## config.mk

```make
export PLATFORM = sky130hd
export DESIGN_NAME = dram_ctl
export DESIGN_NICKNAME = d
export VERILOG_FILES = /design/src/rtl/dram_ctl_pkg.sv /design/src/rtl/dctl_refresh_timer.sv /design/src/rtl/dctl_ras_budget.sv /design/src/rtl/dctl_sequencer.sv /design/src/rtl/dram_ctl.sv
export SDC_FILE = /design/constraint.sdc
export NUM_CORES = 1
export LEC_CHECK = 0
export ABC_AREA = 0
export BUFFER_PORTS_ARGS = -buffer_cell sky130_fd_sc_hd__buf_4
export CAP_MARGIN = 10
export CORE_MARGIN = 2
export CORE_UTILIZATION = 35
export DETAILED_ROUTE_END_ITERATION = 10
export SYNTH_ARGS = -nofsm -noshare
export SYNTH_HDL_FRONTEND = slang
export SYNTH_SLANG_ARGS = --single-unit
```

## constraint.sdc

```tcl
create_clock -name clk -period 2.63 [get_ports clk]
set_input_delay 0.263 -clock clk [delete_from_list [all_inputs] [get_ports clk]]
set_output_delay 0.263 -clock clk [all_outputs]
set_load 0.01 [all_outputs]
```

## src/rtl/dram_ctl_pkg.sv

```systemverilog
package dram_ctl_pkg;

  typedef enum logic [3:0] {
    S_IDLE,    // row closed, precharged
    S_ROWADR,  // row address on bus, strobe still high
    S_RCD,     // row strobe low, waiting before first column
    S_ACTIVE,  // row open, waiting for next request
    S_COLSET,  // column address / write enable set up
    S_CASLO,   // column strobe low
    S_CASPRE,  // column strobe high between accesses
    S_PRECH,   // row strobe high, precharge
    S_REFCAS,  // column strobe low ahead of refresh pulses
    S_REFRAS,  // refresh pulse, row strobe low
    S_REFRP    // refresh pulse precharge
  } seq_state_e;

  function automatic int imax(input int a, input int b);
    return (a > b) ? a : b;
  endfunction

endpackage

```

## src/rtl/dctl_refresh_timer.sv

```systemverilog
module dctl_refresh_timer #(
  parameter int PERIOD = 3125
) (
  input  logic clk,
  input  logic rst,
  input  logic ack,
  output logic pend
);
  localparam int TW = $clog2(PERIOD + 1);

  logic [TW-1:0] cnt_q;
  logic          tick;

  assign tick = (cnt_q == TW'(PERIOD - 1));

  always_ff @(posedge clk) begin
    if (rst) begin
      cnt_q <= '0;
      pend  <= 1'b0;
    end else begin
      cnt_q <= tick ? '0 : cnt_q + 1'b1;
      pend  <= tick | (pend & ~ack);
    end
  end

  // a request stays raised until the sequencer takes it
  p_pend_hold_r10: assert property (@(posedge clk) disable iff (rst)
    (pend && !ack) |=> pend);

  p_tick_raises_r10: assert property (@(posedge clk) disable iff (rst)
    tick |=> pend);

endmodule

```

## src/rtl/dctl_ras_budget.sv

```systemverilog
module dctl_ras_budget #(
  parameter int T_RAS_MAX = 24,
  parameter int COL_LEN   = 4
) (
  input  logic clk,
  input  logic rst,
  input  logic ras_n,
  output logic room
);
  localparam int CW = $clog2(T_RAS_MAX + 2) + 1;

  logic [CW-1:0] cnt_q;

  always_ff @(posedge clk) begin
    if (rst || ras_n) begin
      cnt_q <= '0;
    end else if (cnt_q != '1) begin
      cnt_q <= cnt_q + 1'b1;
    end
  end

  // one more column access plus the closing cycle must fit in the limit
  assign room = (int'(cnt_q) + COL_LEN + 2) <= T_RAS_MAX;

endmodule

```

## src/rtl/dctl_sequencer.sv

```systemverilog
module dctl_sequencer
  import dram_ctl_pkg::*;
#(
  parameter int ROW_W      = 9,
  parameter int COL_W      = 8,
  parameter int DATA_W     = 8,
  parameter int T_RCD      = 2,
  parameter int T_CAS      = 2,
  parameter int T_CP       = 1,
  parameter int T_RP       = 3,
  parameter int T_RASR     = 2,
  parameter int REF_PULSES = 32
) (
  input  logic                                   clk,
  input  logic                                   rst,
  input  logic                                   req_valid,
  output logic                                   req_ready,
  input  logic                                   req_we,
  input  logic [ROW_W+COL_W-1:0]                 req_addr,
  input  logic [DATA_W-1:0]                      req_wdata,
  output logic                                   rd_valid,
  output logic [DATA_W-1:0]                      rd_data,
  input  logic                                   ref_pend,
  output logic                                   ref_ack,
  input  logic                                   room,
  output logic [(ROW_W>COL_W?ROW_W:COL_W)-1:0]   dram_addr,
  output logic                                   dram_ras_n,
  output logic                                   dram_cas_n,
  output logic                                   dram_we_n,
  output logic [DATA_W-1:0]                      dram_dq_o,
  output logic                                   dram_dq_oe,
  input  logic [DATA_W-1:0]                      dram_dq_i
);
  localparam int ADDR_W = ROW_W + COL_W;
  localparam int MA_W   = imax(ROW_W, COL_W);
  localparam int TMAX   = imax(imax(imax(T_RCD, T_CAS), imax(T_CP, T_RP)), T_RASR);
  localparam int DLY_W  = $clog2(TMAX + 1);
  localparam int PUL_W  = $clog2(REF_PULSES + 1);

  seq_state_e        state_q, state_d;
  logic [DLY_W-1:0]  dly_q, dly_d;
  logic [PUL_W-1:0]  pul_q, pul_d;
  logic [ADDR_W-1:0] hadr_q, hadr_d;
  logic              hwe_q, hwe_d;
  logic [DATA_W-1:0] hwd_q, hwd_d;
  logic              pend_q, pend_d;
  logic [ROW_W-1:0]  orow_q, orow_d;
  logic [ROW_W-1:0]  req_row;
  logic              done;
  logic              rd_take;

  assign done      = (dly_q == '0);
  assign req_row   = req_addr[ADDR_W-1:COL_W];
  assign req_ready = !ref_pend &&
                     ((state_q == S_IDLE) || ((state_q == S_ACTIVE) && room));
  assign rd_take   = (state_q == S_CASLO) && done && !hwe_q;

  always_comb begin
    state_d = state_q;
    dly_d   = done ? dly_q : dly_q - 1'b1;
    pul_d   = pul_q;
    hadr_d  = hadr_q;
    hwe_d   = hwe_q;
    hwd_d   = hwd_q;
    pend_d  = pend_q;
    orow_d  = orow_q;
    ref_ack = 1'b0;

    if (req_valid && req_ready) begin
      hadr_d = req_addr;
      hwe_d  = req_we;
      hwd_d  = req_wdata;
    end

    unique case (state_q)
      S_IDLE: begin
        if (ref_pend) begin
          state_d = S_REFCAS;
          ref_ack = 1'b1;
        end else if (req_valid) begin
          state_d = S_ROWADR;
        end
      end
      S_ACTIVE: begin
        if (ref_pend || !room) begin
          state_d = S_PRECH;
          dly_d   = DLY_W'(T_RP - 1);
        end else if (req_valid) begin
          if (req_row == orow_q) begin
            state_d = S_COLSET;
          end else begin
            state_d = S_PRECH;
            dly_d   = DLY_W'(T_RP - 1);
            pend_d  = 1'b1;
          end
        end
      end
      S_ROWADR: begin
        state_d = S_RCD;
        dly_d   = DLY_W'(T_RCD - 1);
        orow_d  = hadr_q[ADDR_W-1:COL_W];
      end
      S_RCD: begin
        if (done) begin
          state_d = S_COLSET;
          pend_d  = 1'b0;
        end
      end
      S_COLSET: begin
        state_d = S_CASLO;
        dly_d   = DLY_W'(T_CAS - 1);
      end
      S_CASLO: begin
        if (done) begin
          state_d = S_CASPRE;
          dly_d   = DLY_W'(T_CP - 1);
        end
      end
      S_CASPRE: begin
        if (done) state_d = S_ACTIVE;
      end
      S_PRECH: begin
        if (done) begin
          if (ref_pend) begin
            state_d = S_REFCAS;
            ref_ack = 1'b1;
          end else if (pend_q) begin
            state_d = S_ROWADR;
          end else begin
            state_d = S_IDLE;
          end
        end
      end
      S_REFCAS: begin
        state_d = S_REFRAS;
        dly_d   = DLY_W'(T_RASR - 1);
        pul_d   = '0;
      end
      S_REFRAS: begin
        if (done) begin
          state_d = S_REFRP;
          dly_d   = DLY_W'(T_RP - 1);
        end
      end
      S_REFRP: begin
        if (done) begin
          if (pul_q == PUL_W'(REF_PULSES - 1)) begin
            state_d = pend_q ? S_ROWADR : S_IDLE;
          end else begin
            pul_d   = pul_q + 1'b1;
            state_d = S_REFRAS;
            dly_d   = DLY_W'(T_RASR - 1);
          end
        end
      end
      default: state_d = S_IDLE;
    endcase
  end

  always_ff @(posedge clk) begin
    if (rst) begin
      state_q <= S_IDLE;
      dly_q   <= '0;
      pul_q   <= '0;
      hadr_q  <= '0;
      hwe_q   <= 1'b0;
      hwd_q   <= '0;
      pend_q  <= 1'b0;
      orow_q  <= '0;
    end else begin
      state_q <= state_d;
      dly_q   <= dly_d;
      pul_q   <= pul_d;
      hadr_q  <= hadr_d;
      hwe_q   <= hwe_d;
      hwd_q   <= hwd_d;
      pend_q  <= pend_d;
      orow_q  <= orow_d;
    end
  end

  // registered pin drivers, decoded from the state being entered
  always_ff @(posedge clk) begin
    if (rst) begin
      dram_ras_n <= 1'b1;
      dram_cas_n <= 1'b1;
      dram_we_n  <= 1'b1;
      dram_dq_oe <= 1'b0;
      dram_dq_o  <= '0;
      dram_addr  <= '0;
      rd_valid   <= 1'b0;
      rd_data    <= '0;
    end else begin
      dram_ras_n <= !(state_d inside {S_RCD, S_ACTIVE, S_COLSET, S_CASLO,
                                      S_CASPRE, S_REFRAS});
      dram_cas_n <= !(state_d inside {S_CASLO, S_REFCAS, S_REFRAS, S_REFRP});
      dram_we_n  <= !((state_d inside {S_COLSET, S_CASLO}) && hwe_d);
      dram_dq_oe <= (state_d inside {S_COLSET, S_CASLO}) && hwe_d;
      dram_dq_o  <= hwd_d;
      unique case (state_d)
        S_ROWADR, S_RCD:            dram_addr <= MA_W'(hadr_d[ADDR_W-1:COL_W]);
        S_COLSET, S_CASLO:          dram_addr <= MA_W'(hadr_d[COL_W-1:0]);
        S_REFCAS, S_REFRAS, S_REFRP: dram_addr <= '0;
        default:                    dram_addr <= dram_addr;
      endcase
      rd_valid <= rd_take;
      if (rd_take) rd_data <= dram_dq_i;
    end
  end

  // data is only driven during a write column cycle
  p_oe_with_we_r4: assert property (@(posedge clk) disable iff (rst)
    dram_dq_oe |-> !dram_we_n);

  // a column access only happens inside an open row
  p_col_in_row_r3: assert property (@(posedge clk) disable iff (rst)
    (!dram_cas_n && !dram_we_n) |-> !dram_ras_n);

endmodule

```

## src/rtl/dram_ctl.sv

```systemverilog
module dram_ctl #(
  parameter int ROW_W        = 9,
  parameter int COL_W        = 8,
  parameter int DATA_W       = 8,
  parameter int CLK_HZ       = 50_000_000,
  parameter int REF_BURST_HZ = 16_000,
  parameter int REF_PULSES   = 32,
  parameter int T_RCD        = 2,
  parameter int T_CAS        = 2,
  parameter int T_CP         = 1,
  parameter int T_RP         = 3,
  parameter int T_RASR       = 2,
  parameter int T_RAS_MAX    = 24
) (
  input  logic                                 clk,
  input  logic                                 rst,
  input  logic                                 req_valid,
  output logic                                 req_ready,
  input  logic                                 req_we,
  input  logic [ROW_W+COL_W-1:0]               req_addr,
  input  logic [DATA_W-1:0]                    req_wdata,
  output logic                                 rd_valid,
  output logic [DATA_W-1:0]                    rd_data,
  output logic [(ROW_W>COL_W?ROW_W:COL_W)-1:0] dram_addr,
  output logic                                 dram_ras_n,
  output logic                                 dram_cas_n,
  output logic                                 dram_we_n,
  output logic [DATA_W-1:0]                    dram_dq_o,
  output logic                                 dram_dq_oe,
  input  logic [DATA_W-1:0]                    dram_dq_i
);
  localparam int REF_PERIOD = CLK_HZ / REF_BURST_HZ;
  localparam int COL_LEN    = 1 + T_CAS + T_CP;

  logic ref_pend;
  logic ref_ack;
  logic room;

  dctl_refresh_timer #(.PERIOD(REF_PERIOD)) u_timer (
    .clk  (clk),
    .rst  (rst),
    .ack  (ref_ack),
    .pend (ref_pend)
  );

  dctl_ras_budget #(.T_RAS_MAX(T_RAS_MAX), .COL_LEN(COL_LEN)) u_budget (
    .clk   (clk),
    .rst   (rst),
    .ras_n (dram_ras_n),
    .room  (room)
  );

  dctl_sequencer #(
    .ROW_W(ROW_W), .COL_W(COL_W), .DATA_W(DATA_W),
    .T_RCD(T_RCD), .T_CAS(T_CAS), .T_CP(T_CP), .T_RP(T_RP),
    .T_RASR(T_RASR), .REF_PULSES(REF_PULSES)
  ) u_seq (
    .clk        (clk),
    .rst        (rst),
    .req_valid  (req_valid),
    .req_ready  (req_ready),
    .req_we     (req_we),
    .req_addr   (req_addr),
    .req_wdata  (req_wdata),
    .rd_valid   (rd_valid),
    .rd_data    (rd_data),
    .ref_pend   (ref_pend),
    .ref_ack    (ref_ack),
    .room       (room),
    .dram_addr  (dram_addr),
    .dram_ras_n (dram_ras_n),
    .dram_cas_n (dram_cas_n),
    .dram_we_n  (dram_we_n),
    .dram_dq_o  (dram_dq_o),
    .dram_dq_oe (dram_dq_oe),
    .dram_dq_i  (dram_dq_i)
  );

  // independent run-length counters on the strobe pin
  int unsigned chk_lo, chk_hi;
  always_ff @(posedge clk) begin
    if (rst) begin
      chk_lo <= 0;
      chk_hi <= T_RP;
    end else begin
      chk_lo <= dram_ras_n ? 0 : chk_lo + 1;
      chk_hi <= dram_ras_n ? chk_hi + 1 : 0;
    end
  end

  p_ras_max_r6: assert property (@(posedge clk) disable iff (rst)
    !dram_ras_n |-> (chk_lo < T_RAS_MAX));

  p_precharge_r7: assert property (@(posedge clk) disable iff (rst)
    $fell(dram_ras_n) |-> (chk_hi >= T_RP));

  p_row_addr_held_r2: assert property (@(posedge clk) disable iff (rst)
    $fell(dram_ras_n) |-> $stable(dram_addr));

  p_cas_steady_r9: assert property (@(posedge clk) disable iff (rst)
    $fell(dram_ras_n) |-> $stable(dram_cas_n));

  p_we_lead_r4: assert property (@(posedge clk) disable iff (rst)
    ($fell(dram_cas_n) && !dram_we_n) |-> ($past(dram_we_n) == 1'b0));

  p_rd_pulse_r3: assert property (@(posedge clk) disable iff (rst)
    rd_valid |=> !rd_valid);

  p_refresh_first_r10: assert property (@(posedge clk) disable iff (rst)
    ref_pend |-> !req_ready);

endmodule

```

==> results of run 1 <==
==> flip-flops by register name (all words and copies together) (netlist names), 6 cells and up <==
name / cells
u_budget.cnt_q: 6
u_seq.dram_addr: 9
u_seq.hadr_q: 17
u_seq.hwd_q: 8
u_seq.orow_q: 9
u_seq.pul_q: 6
u_seq.rd_data: 8
u_timer.cnt_q: 12
==> through the flow <==
stage	cells	setup TNS (ps)	hold WS [ps]
2_1_floorplan	487	0	407
3_3_place_gp	730	-341	436
3_5_place_dp	730	-1330	444
4_1_cts	749	-191	152
5_1_grt	755	-959	155
6_report	755	-2.71	158
==> area by class of cell <==
| class | count | share of cell area [%] |
|---|---|---|
| Timing Repair Buffer | 106 | 14.5 |
| Clock buffer | 12 | 4.43 |
| Tap cell | 172 | 3.71 |
| Inverter | 15 | 1.02 |
| Sequential cell | 89 | 30.9 |
| Multi-Input combinational cell | 357 | 44.1 |
| Clock inverter | 4 | 1.27 |
==> how the worst min path moves through the flow <==
stage / from / endpoint / slack [ps]
2_1_floorplan: req_wdata[0] / u_seq.hwd_q[0] / 410
3_3_place_gp: u_seq.hadr_q[11] / u_seq.orow_q[3] / 440
5_1_grt: dram_dq_i[5] / u_seq.rd_data[5] / 150
3_5_place_dp: u_seq.hadr_q[9] / u_seq.orow_q[1] / 440
4_1_cts: req_wdata[5] / u_seq.hwd_q[5] / 150
6_report: req_wdata[0] / u_seq.hwd_q[0] / 160
==> worst max-delay path: stages (launching register included) <==
cell       delay, ps
dfxtp_4          380
inv_4             50
ha_4             260
nand2b_4         120
and4b_1          220
o31ai_4          230
nand2_4          100
a21oi_4          270
clkbuf_16        220
mux2_4           310
a221oi_2         250
nor3_1            80
==> cell families after synthesis <==
logic type               synth area share [%]
AND/OR/NAND/NOR                          23.0
adder cells (fa/ha/maj)                  3.66
XOR/XNOR                                 5.72
buffers and inverters                    4.25
multiplexers                             9.68
AO/OA/AOI/OAI                            13.6
flip-flops                               40.1
==> routing by layer <==
layer  global-route usage [%]  vias to the layer above  part of all wire, %
met5                        0                        -                    0
li1                         -                     1878                    -
met4                     4.55                        0                  1.2
met1                     19.9                     1746                   46
met2                     26.1                       76                   49
met3                     3.94                       10                  3.9
==> cells in the mapped netlist (12+ instances only) <==
master	number
ha_1	13
mux2i_1	22
nor3_1	16
nor2b_1	26
inv_1	15
nand3_1	12
xor2_1	14
nor2_1	62
xnor2_1	15
dfxtp_1	89
nand2_1	38
a21oi_1	21
==> repair_timing <==
item,in CTS,in global routing
pin swaps,9,9
setup endpoints to repair,12,19
setup buffers,2,6
resized for setup,12,11
hold buffers,0,0
cloned,1,0
==> power breakdown <==
group | switching [mW] | total [mW] | leakage [nW] | internal (mW)
Clock | 0.524 | 1.41 | 0.163 | 0.886
Combinational | 1.30 | 2.58 | 1.58 | 1.29
Sequential | 0.147 | 1.72 | 0.726 | 1.57
Total | 1.97 | 5.71 | 2.47 | 3.74
==> impl_results.html, run 1 <==
<table>
<tr><th>Metric</th><th>Value</th></tr>
<tr><th colspan="2">Logic synthesis</th></tr>
<tr><td>Synthesis warning total</td><td>0</td></tr>
<tr><td>Synth Register Bits</td><td>89</td></tr>
<tr><td>Syn_area_per_cell</td><td>9.13 sq um</td></tr>
<tr><td>Largest cells by area after synthesis</td><td>dfxtp_1 40%, nor2_1 5.2%, mux2i_1 5.0%</td></tr>
<tr><td>Cells after synthesis</td><td>487</td></tr>
<tr><td>Cell area after synthesis</td><td>4440 sq um</td></tr>
<tr><td>Syn nets</td><td>537</td></tr>
<tr><td>Top cell type by total area after synthesis</td><td>dfxtp_1</td></tr>
<tr><td>Synth top area share</td><td>40.1%</td></tr>
<tr><td>Top flip-flop cell by instance count after synthesis</td><td>dfxtp_1</td></tr>
<tr><td>Number of synthesized flops with an enable pin</td><td>0</td></tr>
<tr><td>Share of synthesized area occupied by flip-flops and latches</td><td>40.1%</td></tr>
<tr><td>Synth cell types</td><td>67</td></tr>
<tr><td>Share of flip-flops with an asynchronous set or reset</td><td>0%</td></tr>
<tr><th colspan="2">Drt</th></tr>
<tr><td>DR vias</td><td>3710</td></tr>
<tr><td>DRC Markers</td><td>0</td></tr>
<tr><td>DRT antenna net count</td><td>0</td></tr>
<tr><td>Pre-Repair DR Iteration Count</td><td>4</td></tr>
<tr><td>Vias per cell</td><td>4.91</td></tr>
<tr><td>Average detailed-routed wire length per instance</td><td>13.7 um</td></tr>
<tr><td>Final WL</td><td>10.3 mm</td></tr>
<tr><td>Count of routing violations after the opening detailed-route iteration</td><td>169</td></tr>
<tr><th colspan="2">Worst setup path</th></tr>
<tr><td>Crit Path Class</td><td>flip-flop to flip-flop</td></tr>
<tr><td>Startpoint Class</td><td>flip-flop</td></tr>
<tr><td>Number of cells traversed by the worst register-to-register path</td><td>11</td></tr>
<tr><td>Reg2reg start</td><td>u_budget.cnt_q[2]</td></tr>
<tr><td>Internal reg-to-reg setup slack</td><td>-3 ps</td></tr>
<tr><td>Required time of the critical path</td><td>2820 ps</td></tr>
<tr><td>End point of the critical path</td><td>u_seq.dram_addr[1]</td></tr>
<tr><td>Reg-to-reg critical path endpoint</td><td>u_seq.dram_addr[1]</td></tr>
<tr><td>Arrival time of data at the critical path endpoint</td><td>2820 ps</td></tr>
<tr><td>CP Capture Type</td><td>flip-flop</td></tr>
<tr><td>Crit path max fanout</td><td>7</td></tr>
<tr><td>Critical path launch point</td><td>u_budget.cnt_q[2]</td></tr>
<tr><th colspan="2">Clock network</th></tr>
<tr><td>Clock tree from TritonCTS</td><td>built</td></tr>
<tr><td>Worst-Skew Late Latency</td><td>340 ps</td></tr>
<tr><td>Root buffer selected by CTS</td><td>clkbuf_16</td></tr>
<tr><td>TritonCTS buffer count</td><td>9</td></tr>
<tr><td>Clock H-tree levels</td><td>3</td></tr>
<tr><td>Clock net sink count</td><td>89</td></tr>
<tr><td>Bufs on Longest Clock Path</td><td>2</td></tr>
<tr><td>CTS clk-pin slew, worst paths</td><td>60 ps</td></tr>
<tr><th colspan="2">Finish</th></tr>
<tr><td>Most frequent cells in the layout</td><td>102 x buf_4, 87 x dfxtp_1, 61 x nor2_1</td></tr>
<tr><td>Area growth, synth to finish</td><td>30.3%</td></tr>
<tr><td>Post-layout net count</td><td>628</td></tr>
<tr><td>Antenna diodes</td><td>0</td></tr>
<tr><td>Final design instance area without fill</td><td>5790 sq um</td></tr>
<tr><td>Area of the multi-input gates</td><td>2560 sq um</td></tr>
<tr><td># fillers</td><td>1235</td></tr>
<tr><td>Storage element area</td><td>1790 sq um</td></tr>
<tr><td>Fraction of final layout cells sized beyond drive strength 1</td><td>29.3%</td></tr>
<tr><td>Util after Layout</td><td>46.3%</td></tr>
<tr><td>Most common cell after layout, fill and taps aside</td><td>buf_4</td></tr>
<tr><th colspan="2">Floorplan</th></tr>
<tr><td>Area of the die</td><td>13600 sq um</td></tr>
<tr><td>Core footprint</td><td>12500 sq um</td></tr>
<tr><td>Die extent in y</td><td>117 um</td></tr>
<tr><td>Horizontal extent of the die</td><td>117 um</td></tr>
<tr><td>Starting Density</td><td>35.5%</td></tr>
<tr><td>Site Rows</td><td>41</td></tr>
<tr><td>Boundary pin count</td><td>68</td></tr>
<tr><th colspan="2">Run status</th></tr>
<tr><td>Violated checks</td><td>negative setup slack</td></tr>
<tr><td>Run status</td><td>finished with violations</td></tr>
<tr><th colspan="2">Global routing</th></tr>
<tr><td>Overall Global Routing Usage</td><td>15.6%</td></tr>
<tr><td>GRT overflow</td><td>0</td></tr>
<tr><td>Number of antenna violations at the first check in global routing</td><td>0</td></tr>
<tr><td>Pin count of the biggest net entering global routing</td><td>70</td></tr>
<tr><td>Wire length of the first global-routing pass</td><td>17.1 mm</td></tr>
<tr><td>Number of global-route vias before repair</td><td>3636</td></tr>
<tr><th colspan="2">Power</th></tr>
<tr><td>Power per standard cell area</td><td>986 nW/um^2</td></tr>
<tr><td>Power Total</td><td>5.71 mW</td></tr>
<tr><td>Maximum vdd ir drop</td><td>0.000641 V</td></tr>
<tr><td>Cell leakage power</td><td>2.47 nW</td></tr>
<tr><th colspan="2">Timing</th></tr>
<tr><td>Final number of hold-violating endpoints</td><td>0</td></tr>
<tr><td>Setup ws final</td><td>-2.71 ps</td></tr>
<tr><td>Final slew viol count</td><td>0</td></tr>
<tr><td>Clk_skew</td><td>7.25 ps</td></tr>
<tr><td>Period utilization</td><td>100%</td></tr>
<tr><td>Tightest Pin Transition</td><td>743 ps</td></tr>
<tr><td>RSZ-0062 raised after global routing</td><td>true</td></tr>
<tr><td>Final critical delay including setup and external delays</td><td>2630 ps</td></tr>
<tr><td>Final count of negative-setup-slack endpoints</td><td>1</td></tr>
<tr><td>Worst slew margin relative to its limit</td><td>50.5%</td></tr>
<tr><td>Max Clk Rate</td><td>380 MHz</td></tr>
<tr><th colspan="2">Run</th></tr>
<tr><td>Max capacitance violation total</td><td>0</td></tr>
<tr><th colspan="2">Placed design</th></tr>
<tr><td>Worst setup timing slack at the placement stage</td><td>-195 ps</td></tr>
<tr><td>Cell area after placement</td><td>5290 sq um</td></tr>
<tr><td>PortBufs</td><td>67</td></tr>
<tr><td>Dpl hpwl</td><td>7.14 mm</td></tr>
<tr><td>Routability-driven placement congestion ratio</td><td>0.815</td></tr>
<tr><th colspan="2">Worst hold path</th></tr>
<tr><td>Count of cells along the worst hold path</td><td>3</td></tr>
<tr><td>Hold WC Path Type</td><td>input port to flip-flop</td></tr>
</table>
Power figures use the tool's default switching activity.
==> run 2: changes to the inputs <==
Settings changed: ABC_CLOCK_PERIOD_IN_PS from default to 2900.
Clock period 2.63 ns to 2.9 ns, I/O delays scaled along.
==> impl_results.html, run 2 (synthesis results as in run 1) <==
<table>
<tr><th>Metric</th><th>Value</th></tr>
<tr><th colspan="2">Clock network</th></tr>
<tr><td>Bufs on Longest Clock Path</td><td>2</td></tr>
<tr><td>TritonCTS buffer count</td><td>9</td></tr>
<tr><td>Number of setup buffers added after CTS</td><td>0</td></tr>
<tr><td>Worst-Skew Late Latency</td><td>340 ps</td></tr>
<tr><td>Clock tree from TritonCTS</td><td>built</td></tr>
<tr><td>CTS clk-pin slew, worst paths</td><td>60 ps</td></tr>
<tr><td>Root buffer selected by CTS</td><td>clkbuf_16</td></tr>
<tr><td>Clock H-tree levels</td><td>3</td></tr>
<tr><td>Clock net sink count</td><td>89</td></tr>
<tr><th colspan="2">Worst hold path</th></tr>
<tr><td>Endpoint of the worst hold-timing path</td><td>u_seq.rd_data[2]</td></tr>
<tr><td>Count of cells along the worst hold path</td><td>3</td></tr>
<tr><td>Worst hold start</td><td>dram_dq_i[2]</td></tr>
<tr><td>Hold WC Path Type</td><td>input port to flip-flop</td></tr>
<tr><th colspan="2">Worst setup path</th></tr>
<tr><td>Arrival time of data at the critical path endpoint</td><td>2970 ps</td></tr>
<tr><td>Required time of the critical path</td><td>3100 ps</td></tr>
<tr><td>Crit path max fanout</td><td>5</td></tr>
<tr><td>Internal reg-to-reg setup slack</td><td>120 ps</td></tr>
<tr><td>Number of cells traversed by the worst register-to-register path</td><td>11</td></tr>
<tr><td>CP Capture Type</td><td>flip-flop</td></tr>
<tr><td>Reg-to-reg critical path endpoint</td><td>u_seq.dram_addr[6]</td></tr>
<tr><td>Reg2reg start</td><td>u_budget.cnt_q[3]</td></tr>
<tr><td>Startpoint Class</td><td>flip-flop</td></tr>
<tr><td>Crit Path Class</td><td>flip-flop to flip-flop</td></tr>
<tr><th colspan="2">Drt</th></tr>
<tr><td>Pre-Repair DR Iteration Count</td><td>4</td></tr>
<tr><td>Vias per cell</td><td>4.94</td></tr>
<tr><td>Final WL</td><td>9.99 mm</td></tr>
<tr><td>Average detailed-routed wire length per instance</td><td>13.6 um</td></tr>
<tr><td>DRT antenna net count</td><td>0</td></tr>
<tr><td>DR vias</td><td>3626</td></tr>
<tr><td>Count of routing violations after the opening detailed-route iteration</td><td>122</td></tr>
<tr><td>DRC Markers</td><td>0</td></tr>
<tr><th colspan="2">Finish</th></tr>
<tr><td>Most frequent cells in the layout</td><td>87 x dfxtp_1, 80 x buf_4, 61 x nor2_1</td></tr>
<tr><td>Area growth, synth to finish</td><td>25.1%</td></tr>
<tr><td>Register bank with the most flops</td><td>u_seq.hadr_q</td></tr>
<tr><td># fillers</td><td>1262</td></tr>
<tr><td>Post-layout net count</td><td>607</td></tr>
<tr><td>Largest register FFs</td><td>17</td></tr>
<tr><td>Fraction of final layout cells sized beyond drive strength 1</td><td>25.8%</td></tr>
<tr><td>Largest registers</td><td>u_seq.hadr_q x17, u_timer.cnt_q x12</td></tr>
<tr><td>Util after Layout</td><td>44.4%</td></tr>
<tr><td>Most common cell after layout, fill and taps aside</td><td>dfxtp_1</td></tr>
<tr><td>Antenna diodes</td><td>0</td></tr>
<tr><th colspan="2">Timing</th></tr>
<tr><td>Clk_skew</td><td>8.32 ps</td></tr>
<tr><td>Max Clk Rate</td><td>360 MHz</td></tr>
<tr><td>Final count of negative-setup-slack endpoints</td><td>0</td></tr>
<tr><td>TNS Setup</td><td>0 ps</td></tr>
<tr><td>Final slew viol count</td><td>0</td></tr>
<tr><td>Final critical delay including setup and external delays</td><td>2780 ps</td></tr>
<tr><td>Setup ws final</td><td>125 ps</td></tr>
<tr><td>Tightest Pin Transition</td><td>733 ps</td></tr>
<tr><td>Period utilization</td><td>95.7%</td></tr>
<tr><td>Final number of hold-violating endpoints</td><td>0</td></tr>
<tr><td>Worst slew margin relative to its limit</td><td>51.1%</td></tr>
<tr><th colspan="2">Global routing</th></tr>
<tr><td>Overall Global Routing Usage</td><td>15.2%</td></tr>
<tr><td>Pin count of the biggest net entering global routing</td><td>70</td></tr>
<tr><td>Wire length of the first global-routing pass</td><td>16.6 mm</td></tr>
<tr><td>GRT overflow</td><td>0</td></tr>
<tr><td>Number of antenna violations at the first check in global routing</td><td>0</td></tr>
<tr><td>Number of global-route vias before repair</td><td>3537</td></tr>
<tr><th colspan="2">Placed design</th></tr>
<tr><td>Dpl hpwl</td><td>6.83 mm</td></tr>
<tr><td>Worst setup timing slack at the placement stage</td><td>-28.7 ps</td></tr>
<tr><td>Routability-driven placement congestion ratio</td><td>0.795</td></tr>
<tr><td>PortBufs</td><td>67</td></tr>
<tr><th colspan="2">Floorplan</th></tr>
<tr><td>Core footprint</td><td>12500 sq um</td></tr>
<tr><td>Horizontal extent of the die</td><td>117 um</td></tr>
<tr><td>Boundary pin count</td><td>68</td></tr>
<tr><td>Starting Density</td><td>35.5%</td></tr>
<tr><td>Die extent in y</td><td>117 um</td></tr>
<tr><td>Area of the die</td><td>13600 sq um</td></tr>
<tr><td>Site Rows</td><td>41</td></tr>
<tr><th colspan="2">Run</th></tr>
<tr><td>Max capacitance violation total</td><td>0</td></tr>
<tr><th colspan="2">Run status</th></tr>
<tr><td>Run status</td><td>completed</td></tr>
<tr><th colspan="2">Power</th></tr>
<tr><td>Power Total</td><td>4.95 mW</td></tr>
<tr><td>Power per standard cell area</td><td>890 nW/um^2</td></tr>
<tr><td>Maximum vdd ir drop</td><td>0.000581 V</td></tr>
<tr><td>Cell leakage power</td><td>2.33 nW</td></tr>
</table>
==> run 2: how the worst max path moves through the flow <==
| stage | end | cells after the start | slack (ps) | from |
|---|---|---|---|---|
| finish | u_seq.dram_addr[6] | 11 | 120 | u_budget.cnt_q[3] |
| global route | u_seq.dram_addr[1] | 11 | -7 | u_budget.cnt_q[2] |
| CTS | req_ready | 8 | 30 | u_budget.cnt_q[3] |
| detailed placement | u_seq.dram_addr[2] | 10 | -30 | u_budget.cnt_q[2] |
| global placement | u_seq.dram_addr[5] | 10 | 80 | u_budget.cnt_q[2] |
| floorplan | u_seq.dram_addr[6] | 11 | 170 | u_budget.cnt_q[2] |
==> run 2: critical path, stage by stage (launching register included) <==
cell	delay (ps)
dfxtp_4	400
ha_2	230
buf_4	140
a21boi_0	80
and4b_1	230
o31ai_4	280
nand2_4	110
a21oi_4	300
clkbuf_16	220
mux2_4	310
a221oi_2	270
nor3_2	70
==> run 2: cell type report <==
type	count	area [sq um]	share of cell area [%]
well taps	172	215	3.87
flip-flops and latches	89	1790	32.2
inverters	15	56.3	1.01
clock buffers	10	229	4.12
repair buffers	85	702	12.6
multi-input cells	357	2500	45.0
clock inverters	6	67.6	1.22
==> run 2: power by group <==
group	total [mW]	internal, mW	switching (mW)
clock	1.16	0.671	0.493
sequential	1.57	1.42	0.145
combinational	2.22	1.10	1.12
==> run 2: layer usage <==
| metal | vias to the layer above | share of wire, % | GRT usage [%] | wire length, um |
|---|---|---|---|---|
| met1 | 1713 | 46 | 19.7 | 4630 |
| met3 | 15 | 3.8 | 3.68 | 376 |
| met2 | 58 | 48 | 25.3 | 4830 |
| met5 | - | 0 | 0 | 0 |
| met4 | 0 | 1.5 | 4.47 | 153 |
| li1 | 1840 | - | - | - |
==> run 2: repair_timing <==
action,4_1_cts,5_1_grt
setup endpoints to repair,7,12
pin swaps,0,2
resized for setup,2,8
hold buffers,0,0
gates cloned,0,3
==> run 2: stage by stage <==
| step | hold slack (ps) | instances | cell area (sq um) |
|---|---|---|---|
| 2_1_floorplan | 428 | 487 | 4440 |
| 3_3_place_gp | 438 | 715 | 5170 |
| 3_5_place_dp | 442 | 715 | 5170 |
| 4_1_cts | 172 | 731 | 5470 |
| 5_1_grt | 174 | 734 | 5560 |
| 6_report | 181 | 734 | 5560 |
